===== src/rtl/aic_pkg.sv =====
package aic_pkg;

    localparam int NFIELD = 6;
    localparam int TIME_W = 29;
    localparam int STAT_W = 3;
    localparam int FSEL_W = 4;
    localparam int DIV_W  = (1 << FSEL_W) - 1;

    localparam int ST_ALM  = 0;
    localparam int ST_LVDD = 1;
    localparam int ST_LBAT = 2;

    typedef struct packed {
        logic [2:0] dow;
        logic [3:0] month;
        logic [4:0] date;
        logic [4:0] hour;
        logic [5:0] minute;
        logic [5:0] second;
    } cal_time_t;

    typedef enum logic [1:0] {
        PIN_FREQ   = 2'd0,
        PIN_SINGLE = 2'd1,
        PIN_PULSE  = 2'd2
    } pin_src_e;

    function automatic logic [NFIELD-1:0] field_eq(cal_time_t a, cal_time_t b);
        field_eq[0] = (a.second == b.second);
        field_eq[1] = (a.minute == b.minute);
        field_eq[2] = (a.hour   == b.hour);
        field_eq[3] = (a.date   == b.date);
        field_eq[4] = (a.month  == b.month);
        field_eq[5] = (a.dow    == b.dow);
    endfunction

endpackage


===== src/rtl/aic_match.sv =====
module aic_match
    import aic_pkg::*;
(
    input  logic              clk,
    input  logic              rst,
    input  logic              sec_tick,
    input  cal_time_t         now_t,
    input  cal_time_t         alm_t,
    input  logic [NFIELD-1:0] en,
    output logic              hit
);
    logic [NFIELD-1:0] eq;
    logic              all_ok;
    logic              prev_q;

    always_comb begin
        eq     = field_eq(now_t, alm_t);
        all_ok = (&(eq | ~en)) && (|en);
        hit    = sec_tick && all_ok && !prev_q;
    end

    always_ff @(posedge clk) begin
        if (rst)
            prev_q <= 1'b0;
        else if (sec_tick)
            prev_q <= all_ok;
    end

    // an event needs at least one enabled field
    assert_hit_needs_enable_R2: assert property (@(posedge clk) disable iff (rst)
        hit |-> (en != '0));

    // two back-to-back matching seconds give only one event
    assert_single_entry_R3: assert property (@(posedge clk) disable iff (rst)
        hit |=> (sec_tick && $stable(now_t) && $stable(alm_t) && $stable(en)) |-> !hit);
endmodule


===== src/rtl/aic_status.sv =====
module aic_status
    import aic_pkg::*;
(
    input  logic              clk,
    input  logic              rst,
    input  logic [STAT_W-1:0] set_i,
    input  logic              wr_i,
    input  logic [STAT_W-1:0] wdata_i,
    input  logic              rd_i,
    input  logic              auto_clr_i,
    output logic [STAT_W-1:0] q
);
    logic [STAT_W-1:0] nxt;

    always_comb begin
        nxt = q;
        if (wr_i)
            nxt = nxt & wdata_i;
        if (rd_i && auto_clr_i)
            nxt = '0;
        nxt = nxt | set_i;
    end

    always_ff @(posedge clk) begin
        if (rst)
            q <= '0;
        else
            q <= nxt;
    end

    // a set event always lands, even against a clear
    assert_set_lands_R5: assert property (@(posedge clk) disable iff (rst)
        set_i[ST_ALM] |=> q[ST_ALM]);

    // read with auto clear and no new event empties the status
    assert_auto_clear_R6: assert property (@(posedge clk) disable iff (rst)
        (rd_i && auto_clr_i && set_i == '0) |=> (q == '0));

    // read without auto clear and without other traffic keeps the status
    assert_read_keeps_R6: assert property (@(posedge clk) disable iff (rst)
        (rd_i && !auto_clr_i && !wr_i) |=> (q == ($past(q) | $past(set_i))));
endmodule


===== src/rtl/aic_pulse.sv =====
module aic_pulse #(
    parameter int PULSE_TICKS = 8192
) (
    input  logic clk,
    input  logic rst,
    input  logic load,
    input  logic tick,
    output logic active
);
    localparam int CW = $clog2(PULSE_TICKS + 1);
    localparam logic [CW-1:0] LOAD_V = CW'(PULSE_TICKS);

    logic [CW-1:0] cnt_q;

    always_ff @(posedge clk) begin
        if (rst)
            cnt_q <= '0;
        else if (load)
            cnt_q <= LOAD_V;
        else if (tick && cnt_q != '0)
            cnt_q <= cnt_q - 1'b1;
    end

    assign active = (cnt_q != '0);

    // a window opens only from a match event
    assert_window_start_R8: assert property (@(posedge clk) disable iff (rst)
        $rose(active) |-> $past(load));

    // a window closes only on a 32k tick
    assert_window_end_R8: assert property (@(posedge clk) disable iff (rst)
        $fell(active) |-> $past(tick));
endmodule


===== src/rtl/aic_freq.sv =====
module aic_freq
    import aic_pkg::*;
(
    input  logic              clk,
    input  logic              rst,
    input  logic              tick,
    input  logic [FSEL_W-1:0] sel,
    output logic              pull_low
);
    logic [DIV_W-1:0] div_q;
    logic [DIV_W:0]   taps;

    always_ff @(posedge clk) begin
        if (rst)
            div_q <= '0;
        else if (tick)
            div_q <= div_q + 1'b1;
    end

    always_comb begin
        taps     = {div_q, 1'b1};
        pull_low = !taps[sel];
    end

    // the divider output changes state only on a 32k tick
    assert_freq_on_tick_R10: assert property (@(posedge clk) disable iff (rst)
        ($stable(sel) && !$past(tick)) |-> $stable(pull_low));
endmodule


===== src/rtl/alarm_irq_ctrl.sv =====
module alarm_irq_ctrl
    import aic_pkg::*;
#(
    parameter int PULSE_TICKS = 8192
) (
    input  logic              clk,
    input  logic              rst,
    input  logic              tick_32k,
    input  logic              sec_tick,
    input  logic [TIME_W-1:0] cur_time,
    input  logic [TIME_W-1:0] alm_time,
    input  logic [NFIELD-1:0] alm_en,
    input  logic              alm_irq_en,
    input  logic              pulse_mode,
    input  logic              auto_clr,
    input  logic [FSEL_W-1:0] freq_sel,
    input  logic              lvdd_evt,
    input  logic              lbat_evt,
    input  logic              stat_rd,
    input  logic              stat_wr,
    input  logic [STAT_W-1:0] stat_wdata,
    output logic [STAT_W-1:0] status,
    output logic              irq_oe
);
    logic              hit;
    logic [STAT_W-1:0] set_v;
    logic              pulse_on;
    logic              freq_low;
    pin_src_e          src;

    aic_match u_match (
        .clk      (clk),
        .rst      (rst),
        .sec_tick (sec_tick),
        .now_t    (cal_time_t'(cur_time)),
        .alm_t    (cal_time_t'(alm_time)),
        .en       (alm_en),
        .hit      (hit)
    );

    always_comb begin
        set_v          = '0;
        set_v[ST_ALM]  = hit;
        set_v[ST_LVDD] = lvdd_evt;
        set_v[ST_LBAT] = lbat_evt;
    end

    aic_status u_status (
        .clk        (clk),
        .rst        (rst),
        .set_i      (set_v),
        .wr_i       (stat_wr),
        .wdata_i    (stat_wdata),
        .rd_i       (stat_rd),
        .auto_clr_i (auto_clr),
        .q          (status)
    );

    aic_pulse #(.PULSE_TICKS(PULSE_TICKS)) u_pulse (
        .clk    (clk),
        .rst    (rst),
        .load   (hit),
        .tick   (tick_32k),
        .active (pulse_on)
    );

    aic_freq u_freq (
        .clk      (clk),
        .rst      (rst),
        .tick     (tick_32k),
        .sel      (freq_sel),
        .pull_low (freq_low)
    );

    always_comb begin
        if (!alm_irq_en)
            src = PIN_FREQ;
        else if (pulse_mode)
            src = PIN_PULSE;
        else
            src = PIN_SINGLE;

        unique case (src)
            PIN_SINGLE: irq_oe = status[ST_ALM];
            PIN_PULSE:  irq_oe = pulse_on;
            default:    irq_oe = freq_low;
        endcase
    end

    // polled alarm never touches the pin
    assert_polled_quiet_R9: assert property (@(posedge clk) disable iff (rst)
        (!alm_irq_en && freq_sel == '0) |-> !irq_oe);

    // in single mode the pin releases together with the alarm bit
    assert_single_release_R7: assert property (@(posedge clk) disable iff (rst)
        (alm_irq_en && !pulse_mode && $past(alm_irq_en && !pulse_mode) && $fell(status[ST_ALM]))
        |-> !irq_oe);
endmodule


===== config.mk =====
export PLATFORM = sky130hd
export DESIGN_NAME = alarm_irq_ctrl
export DESIGN_NICKNAME = d
export VERILOG_FILES = /design/src/rtl/aic_pkg.sv /design/src/rtl/aic_match.sv /design/src/rtl/aic_status.sv /design/src/rtl/aic_pulse.sv /design/src/rtl/aic_freq.sv /design/src/rtl/alarm_irq_ctrl.sv
export SDC_FILE = /design/constraint.sdc
export NUM_CORES = 1
export LEC_CHECK = 0
export BUFFER_PORTS_ARGS = -buffer_cell sky130_fd_sc_hd__clkbuf_2
export CORE_MARGIN = 10
export CORE_UTILIZATION = 44
export CTS_BUF_LIST = sky130_fd_sc_hd__clkbuf_8
export DETAILED_ROUTE_END_ITERATION = 12
export PLACE_DENSITY = 0.86
export REMOVE_ABC_BUFFERS = 1
export SLEW_MARGIN = 20
export SYNTH_ARGS = -nofsm -noshare
export SYNTH_HDL_FRONTEND = slang
export SYNTH_SLANG_ARGS = --single-unit

===== constraint.sdc =====
create_clock -name clk -period 1.7 [get_ports clk]
set_input_delay 0.34 -clock clk [delete_from_list [all_inputs] [get_ports clk]]
set_output_delay 0.34 -clock clk [all_outputs]
set_load 0.02 [all_outputs]

==> flow_summary_export.csv <==
group,metric,value,unit
status,run_status,"complete, but fails checks",
status,violations_in_the_final_reports,"setup timing",
drt,via_per_inst,5.41,
worst_setup_path,worst-path-max-fanout,5,
final_layout,antenna-diode-count,0,
sta,final_critical_path_setup_slack,-0.512,ns
global_route,grt_pass1_vias,2418,
power,power_per_cell_area,1350,nW/um^2
sta,unrepaired_setup_endpoints_after_global_routing,"true",
final_layout,share_of_layout_cells_above_drive_strength_1,54.0,%
drt,drt_drc_violations_left,0,
global_route,pin_count_of_the_biggest_net_entering_global_routing,26,
final_layout,design.final.nets,437,
final_layout,total_area_of_multi_input_combinational_cells,1420,um^2
logic_synthesis,ys_top_cells_by_area,"sky130_fd_sc_hd__dfxtp_1, sky130_fd_sc_hd__xor2_1, sky130_fd_sc_hd__xnor2_1",
placed_design,gp_congestion,0.878,
clock_tree,htreeDepth,2,
sta,clock.fmax,452,MHz
placed_design,post_dp_cell_area,2750,um^2
global_route,grt_met1_use,17.1,%
worst_setup_path,arrival_time_of_the_worst_setup_path,1.87,ns
floorplanning,io_pins,86,
global_route,grt_use_met2,29.5,%
logic_synthesis,synth_top_cell_area_share,33.6,%
floorplanning,dieHeight,86.8,um
placed_design,dp_slack,-0.512,ns
floorplanning,core.rowCount,24,
clock_tree,clk_transition_reported_paths,0.08,ns
clock_tree,cts.root.buffer_cell,"sky130_fd_sc_hd__clkbuf_8",
sta,finalClockSkew,0.00612,ns
sta,drv_slew,0,
sta,hold_ws,0.254,ns
floorplanning,dieWidth,86.8,um
clock_tree,clock-sinks,33,
final_layout,layout.cells.non_filler,406,
clock_tree,tritoncts.num_buffers,5,
global_route,grt-ovfl-total,0,
power,ir_drop,0.705,mV
sta,worst_pin_slew,0.376,ns
flow_run,cap_violations,0,
final_layout,layout.cells.most_common_list,"sky130_fd_sc_hd__clkbuf_2, sky130_fd_sc_hd__buf_4, sky130_fd_sc_hd__xor2_1, sky130_fd_sc_hd__dfxtp_1, sky130_fd_sc_hd__nor2_1",
floorplanning,core_region_area,4350,um^2
placed_design,count_of_input_and_output_buffers,85,
worst_setup_path,setup.worst_path.start_class,"flip-flop",
final_layout,postLayoutCellArea,3060,um^2
global_route,global_route.peak_usage_layer,"met2",
drt,ant_nets,0,
worst_setup_path,crit_path_end_kind,"primary output",
power,p_leak,0.00134,uW
logic_synthesis,syn_area_per_cell,8.85,um^2
worst_setup_path,crit_required,1.36,ns
global_route,grt_first_pass_wirelength,10.5,mm
logic_synthesis,post_synth_instance_area,1970,um^2
sta,layout_min_cycle_time,2.21,ns
drt,drt-pass1-iter-count,4,
logic_synthesis,netlist_cell_types,38,
sta,max_slew_margin,74.7,%
min_path,hold_class,"in -> reg",
clock_tree,ctsHoldBuffers,0,
logic_synthesis,synth_cells,222,
global_route,grt_use_total,17.0,%
logic_synthesis,yosys_warnings,0,
clock_tree,clk_path_buf_depth,2,
drt,total_wire_length_after_detailed_routing,6.63,mm
global_route,grt_antenna_before_repair,0,
drt,wire_per_inst,16.3,um
final_layout,fillerInstances,299,
worst_setup_path,critical_path_class,"reg -> out",
sta,finalSetupViolCount,12,
drt,initialDrtViolationCount,143,
clock_tree,clk_latency,0.29,ns
final_layout,seq_area,671,um^2
placed_design,place_hpwl,5.06,mm
logic_synthesis,synth_largest_area_cell,"sky130_fd_sc_hd__dfxtp_1",
global_route,gr-usage-met3,7.32,%
final_layout,synthToLayoutAreaGrowth,55.6,%
sta,min_period_over_period,130,%
final_layout,layout.cells.most_common,"sky130_fd_sc_hd__clkbuf_2",
floorplanning,start_util,45.1,%
drt,vias,2197,
sta,finalHoldViolations,0,
logic_synthesis,yosys_register_bits,33,
floorplanning,die_area,7540,um^2
clock_tree,clock_tree_from_tritoncts,"yes",
placed_design,numPlacedInstances,395,
logic_synthesis,synth-seq-area-share,33.6,%
critical path: stages (launching register included):
cell                      delay (ns)
sky130_fd_sc_hd__dfxtp_2        0.34
sky130_fd_sc_hd__mux4_2         0.46
sky130_fd_sc_hd__mux4_2         0.47
sky130_fd_sc_hd__o21ai_1        0.14
sky130_fd_sc_hd__buf_4          0.16
cells in the mapped netlist:
cell type	number
sky130_fd_sc_hd__nor3b_1	1
sky130_fd_sc_hd__a31oi_1	2
sky130_fd_sc_hd__nand4b_1	1
sky130_fd_sc_hd__o311ai_2	1
sky130_fd_sc_hd__a21oi_1	7
sky130_fd_sc_hd__or3b_2	1
sky130_fd_sc_hd__o31ai_1	3
sky130_fd_sc_hd__nor2b_1	1
sky130_fd_sc_hd__and4_1	1
sky130_fd_sc_hd__or4_1	6
sky130_fd_sc_hd__mux2i_1	2
sky130_fd_sc_hd__buf_4	1
sky130_fd_sc_hd__o41ai_1	2
sky130_fd_sc_hd__clkbuf_1	5
sky130_fd_sc_hd__nand2b_1	3
sky130_fd_sc_hd__and3_1	1
sky130_fd_sc_hd__or4_4	2
sky130_fd_sc_hd__xor2_1	31
sky130_fd_sc_hd__mux4_2	4
sky130_fd_sc_hd__dfxtp_1	33
sky130_fd_sc_hd__nor4b_2	1
sky130_fd_sc_hd__a22oi_1	1
sky130_fd_sc_hd__nor4_2	2
sky130_fd_sc_hd__a211oi_1	1
sky130_fd_sc_hd__ha_1	2
sky130_fd_sc_hd__nand4_1	6
sky130_fd_sc_hd__o211ai_1	1
sky130_fd_sc_hd__o21ai_0	3
sky130_fd_sc_hd__inv_1	6
sky130_fd_sc_hd__nor3_1	17
sky130_fd_sc_hd__or3_1	2
sky130_fd_sc_hd__xnor2_1	20
sky130_fd_sc_hd__nor2_1	24
sky130_fd_sc_hd__a22o_1	1
sky130_fd_sc_hd__buf_2	1
sky130_fd_sc_hd__nor4_1	5
sky130_fd_sc_hd__nand3_1	9
sky130_fd_sc_hd__nand2_1	12
layer usage:
layer	part of all wire, %	wire, um
met5	0	0
met4	1.4	96
met3	9.4	621
met2	52	3440
met1	37	2470
state kept, by name (all words and copies together), names as in the netlist:
register	flops
u_pulse.cnt_q	14
u_match.prev_q	1
u_freq.div_q	15
u_status.q	3
layout make-up:
| type | count | area share (%) |
|---|---|---|
| clock buffers | 5 | 2.25 |
| multi-input cells | 176 | 46.4 |
| clock inverters | 3 | 0.736 |
| inverters | 6 | 0.736 |
| repair buffers | 131 | 25.8 |
| well taps | 52 | 2.13 |
| flip-flops and latches | 33 | 21.9 |
stage by stage:
stage | total power, uW | utilization (%) | setup TNS, ns
floorplan | 1990 | - | -3.31
global placement | 2740 | 63.1 | -3.75
detailed placement | 2810 | 63.1 | -4.20
CTS | 3750 | 67.5 | -0.608
global route | 4400 | 70.2 | -2.51
finish | 4130 | 70.2 | -1.03
worst paths after layout:
path,startpoint,endpoint,slack [ns],cells after the start
setup / recovery,u_freq.div_q[6],irq_oe,-0.51,4
hold / removal,lvdd_evt,u_status.q[1],0.25,3
setup reg to reg,u_pulse.cnt_q[10],u_pulse.cnt_q[12],-0.09,4
hold reg to reg,u_status.q[1],u_status.q[1],0.53,2
power by group:
group	switching, uW	total (uW)	internal (uW)
Sequential	107	1030	923
Combinational	1180	2500	1330
Clock	312	599	287
Total	1600	4130	2540
logic make-up (layout without fill, tap and decap cells):
family / Yosys count / after routing / share of synthesized area (%)
muxes: 6 / 6 / 5.60
AOI/OAI and AO/OA: 22 / 22 / 7.64
xor gates and xnor gates: 51 / 51 / 22.7
and+or+nand+nor: 95 / 95 / 26.4
DFF: 33 / 33 / 33.6
adders and majority gates: 2 / 2 / 1.27
buffers and inverters: 13 / 145 / 2.74
timing repair:
action	CTS	global route
endpoints found under the setup margin	15	20
resized for setup	27	29
pin swaps	6	18
gates cloned	0	0
buffers inserted	2	2
endpoints found under the hold margin	0	0
Power figures use the tool's default switching activity.
